$ cat config.mk
export PLATFORM = sky130hd
export DESIGN_NAME = sccd_top
export DESIGN_NICKNAME = d
export VERILOG_FILES = /design/src/rtl/sccd_pkg.sv /design/src/rtl/sccd_edge_sync.sv /design/src/rtl/sccd_host_if.sv /design/src/rtl/sccd_divider.sv /design/src/rtl/sccd_top.sv
export SDC_FILE = /design/constraint.sdc
export NUM_CORES = 1
export LEC_CHECK = 0
export CAP_MARGIN = 10
export CORE_ASPECT_RATIO = 0.5
export CORE_MARGIN = 2
export CORE_UTILIZATION = 30
export CTS_CLUSTER_SIZE = 12
export DETAILED_ROUTE_END_ITERATION = 12
export GPL_TIMING_DRIVEN = 1
export MAX_ROUTING_LAYER = met4
export RECOVER_POWER = 25
export SYNTH_ARGS = -nofsm -noshare
export SYNTH_HDL_FRONTEND = slang
export SYNTH_HIERARCHICAL = 1
export SYNTH_SLANG_ARGS = --single-unit
$ cat constraint.sdc
create_clock -name clk -period 4.34 [get_ports clk]
set_input_delay 0.868 -clock clk [delete_from_list [all_inputs] [get_ports clk]]
set_output_delay 0.868 -clock clk [all_outputs]
set_load 0.03 [all_outputs]
$ cat src/rtl/sccd_pkg.sv
package sccd_pkg;
    localparam int NUM_CARDS = 2;
    localparam int NUM_INPUTS = 2;
    localparam int RATIO_W = 3;
    localparam int WORD_W = RATIO_W + 2;

    typedef struct packed {
        logic               stop;
        logic               route;
        logic [RATIO_W-1:0] ratio;
    } card_cfg_t;

    typedef enum logic {
        CARD_A = 1'b0,
        CARD_B = 1'b1
    } card_id_e;

    // Which input index a card listens to for a given route bit
    function automatic logic pick_input(input logic card_idx, input logic route);
        return card_idx ^ route;
    endfunction

    function automatic card_cfg_t unpack_word(input logic [WORD_W-1:0] w);
        card_cfg_t c;
        c.ratio = w[RATIO_W-1:0];
        c.route = w[RATIO_W];
        c.stop  = w[RATIO_W+1];
        return c;
    endfunction
endpackage

$ cat src/rtl/sccd_edge_sync.sv
module sccd_edge_sync #(
    parameter int N_IN   = 2,
    parameter int STAGES = 2
) (
    input  logic            clk,
    input  logic            rst,
    input  logic [N_IN-1:0] raw_in,
    output logic [N_IN-1:0] edge_evt
);
    localparam int LAST = STAGES - 1;

    for (genvar i = 0; i < N_IN; i++) begin : g_in
        logic [STAGES-1:0] sync_q;
        logic              prev_q;

        always_ff @(posedge clk) begin
            if (rst) begin
                sync_q <= '0;
                prev_q <= 1'b0;
            end else begin
                sync_q <= {sync_q[STAGES-2:0], raw_in[i]};
                prev_q <= sync_q[LAST];
            end
        end

        // Every transition (rising or falling) is one half-period event
        assign edge_evt[i] = sync_q[LAST] ^ prev_q;
    end
endmodule

$ cat src/rtl/sccd_host_if.sv
module sccd_host_if
    import sccd_pkg::*;
(
    input  logic                 wr_stb,
    input  logic                 prog_n,
    input  logic                 cs_n,
    input  logic                 card_sel,
    input  logic [WORD_W-1:0]    wr_data,
    output logic [NUM_CARDS-1:0] wr_en,
    output card_cfg_t            wr_cfg
);
    logic accept;

    assign accept = wr_stb && !prog_n && !cs_n;
    assign wr_cfg = unpack_word(wr_data);

    for (genvar c = 0; c < NUM_CARDS; c++) begin : g_dec
        assign wr_en[c] = accept && (card_sel == c[0]);
    end
endmodule

$ cat src/rtl/sccd_divider.sv
module sccd_divider
    import sccd_pkg::*;
#(
    parameter logic CARD_IDX = 1'b0
) (
    input  logic                  clk,
    input  logic                  rst,
    input  logic [NUM_INPUTS-1:0] edge_evt,
    input  logic                  wr_en,
    input  card_cfg_t             wr_cfg,
    output logic                  card_clk,
    output logic                  busy
);
    logic [RATIO_W-1:0] live_ratio;
    logic               live_route;
    logic [RATIO_W-1:0] next_ratio;
    logic               next_route;
    logic               pending;
    logic               stop_q;
    logic [RATIO_W-1:0] cnt;
    logic               out_q;
    logic               evt;
    logic               phase_end;

    assign evt       = edge_evt[pick_input(CARD_IDX, live_route)];
    assign phase_end = evt && (cnt == live_ratio);

    always_ff @(posedge clk) begin
        if (rst) begin
            live_ratio <= '0;
            live_route <= 1'b0;
            next_ratio <= '0;
            next_route <= 1'b0;
            pending    <= 1'b0;
            stop_q     <= 1'b0;
            cnt        <= '0;
            out_q      <= 1'b0;
        end else begin
            if (evt) begin
                if (phase_end) begin
                    cnt <= '0;
                    if (out_q) begin
                        out_q <= 1'b0;
                    end else begin
                        // End of low phase: the only safe switch point
                        if (pending) begin
                            live_ratio <= next_ratio;
                            live_route <= next_route;
                            pending    <= 1'b0;
                        end
                        out_q <= !stop_q;
                    end
                end else begin
                    cnt <= cnt + RATIO_W'(1);
                end
            end
            if (wr_en) begin
                next_ratio <= wr_cfg.ratio;
                next_route <= wr_cfg.route;
                stop_q     <= wr_cfg.stop;
                pending    <= 1'b1;
            end
        end
    end

    assign card_clk = out_q;
    assign busy     = pending;
endmodule

$ cat src/rtl/sccd_top.sv
module sccd_top
    import sccd_pkg::*;
(
    input  logic              clk,
    input  logic              rst,
    input  logic              clk_in_a,
    input  logic              clk_in_b,
    input  logic              prog_n,
    input  logic              cs_n,
    input  logic              wr_stb,
    input  logic              card_sel,
    input  logic [WORD_W-1:0] wr_data,
    output logic              card_clk_a,
    output logic              card_clk_b,
    output logic              busy_a,
    output logic              busy_b
);
    logic [NUM_INPUTS-1:0] edge_evt;
    logic [NUM_CARDS-1:0]  wr_en;
    card_cfg_t             wr_cfg;
    logic [NUM_CARDS-1:0]  clk_vec;
    logic [NUM_CARDS-1:0]  busy_vec;

    sccd_edge_sync #(.N_IN(NUM_INPUTS), .STAGES(2)) u_sync (
        .clk      (clk),
        .rst      (rst),
        .raw_in   ({clk_in_b, clk_in_a}),
        .edge_evt (edge_evt)
    );

    sccd_host_if u_host (
        .wr_stb   (wr_stb),
        .prog_n   (prog_n),
        .cs_n     (cs_n),
        .card_sel (card_sel),
        .wr_data  (wr_data),
        .wr_en    (wr_en),
        .wr_cfg   (wr_cfg)
    );

    for (genvar c = 0; c < NUM_CARDS; c++) begin : g_card
        sccd_divider #(.CARD_IDX(c[0])) u_div (
            .clk      (clk),
            .rst      (rst),
            .edge_evt (edge_evt),
            .wr_en    (wr_en[c]),
            .wr_cfg   (wr_cfg),
            .card_clk (clk_vec[c]),
            .busy     (busy_vec[c])
        );
    end

    assign card_clk_a = clk_vec[CARD_A];
    assign card_clk_b = clk_vec[CARD_B];
    assign busy_a     = busy_vec[CARD_A];
    assign busy_b     = busy_vec[CARD_B];
endmodule

* After elaboration in Yosys (flattened, before gate mapping)
Index checks and enable logic that the tools add are counted.
** Storage, ports and cells
- Bits in registers :: 34
- Bits of input ports :: 13
- Output and inout port bits :: 4
- Word-level logic and storage cells :: 70
** Cells by class
- $add $sub $neg :: 2
- Order comparisons :: 2
- Eq/ne operators :: 4
- Mux-type cells :: 16
- Bitwise operators :: 6
- Reduce and logical (&&, ||, !) cells :: 20
** Operators by type and width (number)
- $mux 1 :: 14
- $reduce_and 4->1 :: 2
- $reduce_bool 2->1 :: 4
- $add 3x1->3 const B :: 2
- $eq 3x3->1 :: 2
- $logic_and 1x1->1 :: 6
- $mux 3 :: 2
- $reduce_and 3->1 :: 2
- $logic_not 1->1 :: 4
- $lt 1x2->1 const B :: 2
- $ne 2x1->1 const B :: 2
- $not 1->1 :: 4
- $reduce_and 2->1 :: 2
- $xor 1x1->1 :: 2

* Depth between registers and ports, before layout
- Word-level depth :: 7
- Gate-level depth with buffers :: 6
- Gate-level depth less buffers :: 5

* Hierarchy
Netlist, hierarchy kept.
** By module, submodules not included
- sccd_divider :: times used 2, cells an instance 65, area each 638.1 um^2, sequential area each 280.3 um^2
- sccd_edge_sync :: times used 1, cells an instance 14, area each 177.7 um^2, sequential area each 120.1 um^2
- sccd_host_if :: times used 1, cells an instance 7, area each 65.1 um^2, sequential area each 0.0 um^2

* Least setup slack after synthesis
OpenSTA, ideal clock, no wires.
- Kind :: input to register
- Start point :: in prog_n
- End point :: reg g_card[0].u_div.next_ratio[0]
- Library setup time :: 128 ps
- Arrival :: 1678 ps
- Data required time :: 4212 ps
- Path slack :: 2535 ps
- Stages on the path :: 4
- Buffers on the path :: 1
- Path through :: nor4b_2 clkbuf_1 mux2i_1 nor2_1
** On the way
- Word-level cells in the longest chain between the ends :: 4
** Ends and longest elaborated chain
- start, declared :: line sccd_top.sv:8 : input logic prog_n,
- $logic_not 1->1 :: line sccd_host_if.sv:14 : assign accept = wr_stb && !prog_n && !cs_n;
- $logic_and 1x1->1 (2 in a row) :: line sccd_host_if.sv:14
- $logic_and 1x1->1 :: line sccd_host_if.sv:18 : assign wr_en[c] = accept && (card_sel == c[0]);
- end signal, assigned :: line sccd_divider.sv:58 : next_ratio <= wr_cfg.ratio;
- end, declared :: line sccd_divider.sv:16 : logic [RATIO_W-1:0] next_ratio;
No other way between the ends.
A chain may end at the register's enable or synchronous reset.

==> flow_summary.toml <==
[clock_tree]
post_cts_buffers = 0
ctsResizeCount = 0
cts_inserted_buffers = 5
cts.sinks = 34
cts.clk_slew.worst_paths_ns = 0.07
cts_hold_buf = 0
clk_latency_ns = 0.28
cts_tree = "yes"
cts_buffer_depth = 2
cts_root_buf = "clkbuf_8"
cts.htree.levels = 2

[floorplanning]
dieArea_um2 = 5680
die_w_um = 105
start_util = 0.309
die_height_um = 54.3
fp-row-count = 18
boundaryPins = 17
core_um2 = 4910

[logic_synthesis]
synth-async-reset-ratio = 0
synth-edff-count = 0
ys_types = 26
synth_common_cells = "dfxtp_1, mux2i_1, nor2_1, nand2b_1, nand2_1"
synth_area_leaders = "dfxtp_1, mux2i_1, nand2b_1"
synth_top_family_by_area = "simple AND/OR/NAND/NOR gates"
syn_inst = 151
synth_xor_area_frac = 0.0577
synth-simple-area-share = 0.217
syn_avg_cell_area_um2 = 10.1
synth.most_common_cell = "dfxtp_1"
syn_nets = 166
ys_seq_area_frac = 0.448
synthesis.area_um2 = 1520
yosys_most_used_dff = "dfxtp_1"
synthAdderAreaFrac = 0.0165
yosys_warnings = 6
synth_mux_area_frac = 0.165
synth_area_leader_cell = "dfxtp_1"
synth_compound_area_frac = 0.0412
synth_seq_cells = 34
yosys.area.top_type_share = 0.448

[sta]
maxClockFrequency_mhz = 421
worst_pin_slew_ns = 0.978
slew_viol_final = 0
finalHoldViolCount = 0
rsz0062_at_grt = "no"
setup-tns-final_ns = 0
setup_viol = 0
fin_crit_ns = 2.38
maxSlewHeadroom = 0.346
fin_crit_sh = 0.547
skew_ns = 0.00475

[worst_setup_path]
reg2reg_slack_ns = 2.56
worstRegToRegCells = 5
worstSetupEndpointType = "flop"
cp_max_fo = 32
startpoint_type = "input pin"
regToRegEndpoint = "g_card[0].u_div/live_ratio[2]$_SDFFE_PP0P_"
path_class = "in -> reg"
cp.arrival_ns = 2.54
r2r_start = "u_sync/g_in[1].sync_q[1]$_SDFF_PP0_"
crit_required_ns = 4.50

[power]
vdd_drop_max_v = 0.000117
pwr_density_cell_nw_per_um2 = 345
p_int_uw = 480
power.leakage_uw = 0.000610
switching_share = 0.225
p_seq_frac = 0.527
power.switching_uw = 139
combPwrFrac = 0.095
p_clk_frac = 0.378

[drt]
avgViaCountPerCell = 4.22
wirelength_um = 2440
wl_per_cell_um = 10.4
via_count = 992
ant_nets = 0
drtPass1Iterations = 4
drt_iter0_drc = 20
drc = 0

[global_route]
grt_usage = 0.101
grt_pass1_wl_um = 4290
grt_pass1_vias = 978
antenna_found_initial = 0
grt_start_max_net_pins = 33
overflow = 0

[final_layout]
nNetsFinal = 179
syn_to_final_growth_pct = 17.9
drive_gt1_frac = 0.0909
final_cells = 235
seqCellArea_um2 = 681
final.fill_count = 514
diodes = 0
multi_input_area_um2 = 756

[min_path]
hp-start = "u_sync/g_in[1].sync_q[0]$_SDFF_PP0_"
worst_hold_path.endpoint = "u_sync/g_in[1].sync_q[1]$_SDFF_PP0_"
hold_path.class = "reg -> reg"
holdPathStages = 1

[job]
drv_cap = 0

[outcome]
outcome = "finished clean"

[placement]
port_buffers = 16
dp.final_hpwl_um = 1790
dp.cells = 227
place.gp.congestion = 0.718
worst max-delay path, stage by stage:
cell	delay [ns]
dlygate4sd3_1	1.18
buf_4	0.31
nand2b_1	0.12
mux2i_1	0.06
metrics by stage:
| step | hold WS (ns) | area, um^2 | power [uW] | util | setup WS, ns |
|---|---|---|---|---|---|
| after detailed placement | 0.421 | 1700 | 393 | 0.346 | 1.71 |
| final | 0.435 | 1790 | 618 | 0.365 | 1.96 |
| after global placement | 0.417 | 1700 | 391 | 0.346 | 1.77 |
| after CTS | 0.438 | 1790 | 632 | 0.365 | 2.02 |
| after floorplan | 0.414 | 1520 | 371 | - | 2.53 |
| after global routing | 0.448 | 1790 | 654 | 0.365 | 1.84 |
worst max-delay path by stage:
stage	depth (start not counted)	endpoint	from
floorplan	4	g_card[0].u_div/next_ratio[0]$_SDFFE_PP0P_	prog_n
global placement	4	g_card[1].u_div/live_ratio[0]$_SDFFE_PP0P_	rst
detailed placement	4	g_card[1].u_div/live_ratio[0]$_SDFFE_PP0P_	rst
CTS	4	g_card[1].u_div/live_ratio[0]$_SDFFE_PP0P_	rst
global route	4	g_card[1].u_div/live_ratio[0]$_SDFFE_PP0P_	rst
finish	4	g_card[1].u_div/live_ratio[0]$_SDFFE_PP0P_	rst
routing by layer:
metal | wire [um] | track usage
met1 | 1210 | 0.116
met2 | 1130 | 0.164
met3 | 53 | 0.0321
met4 | 44 | 0.0556
met5 | 0 | -
sequential cells by signal, summed over array words and instances, names as in the netlist:
signal,cells
u_sync/g_in.sync_q,4
g_card.u_div/live_ratio,6
g_card.u_div/card_clk,2
g_card.u_div/busy,2
g_card.u_div/stop_q,2
g_card.u_div/cnt,6
g_card.u_div/next_ratio,6
g_card.u_div/next_route,2
g_card.u_div/live_route,2
u_sync/g_in.prev_q,2
kinds of logic after synthesis:
family | after synthesis
AOI/OAI and AO/OA | 10
xor gates and xnor gates | 10
adders and majority gates | 2
buffers and inverters | 13
DFF | 34
muxes | 24
and+or+nand+nor | 58
power by group through the flow:
stage	clock network, uW	logic, uW	registers (uW)
floorplan	0	34.5	336
global placement	0	58.0	333
detailed placement	0	59.5	333
CTS	246	59.7	326
global route	262	65.0	327
finish	234	58.5	326
area by class of cell:
| type | instances | area share |
|---|---|---|
| Sequential cell | 34 | 0.380 |
| Timing Repair Buffer | 17 | 0.0936 |
| Multi-Input combinational cell | 104 | 0.422 |
| Tap cell | 70 | 0.0489 |
| Clock inverter | 1 | 0.00280 |
| Inverter | 2 | 0.00419 |
| Clock buffer | 7 | 0.0482 |
cells in the final DEF, fill, tap and decap left out, types with 4 or more instances in the layout:
master / count
clkdlybuf4s50_1: 15
mux2i_1: 22
xnor2_1: 6
nand2_1: 8
nor2_1: 18
o21ai_0: 4
nand2b_1: 14
nor2b_1: 5
xor2_1: 4
clkbuf_8: 6
dfxtp_1: 34
(Power assumes the default switching activity.)
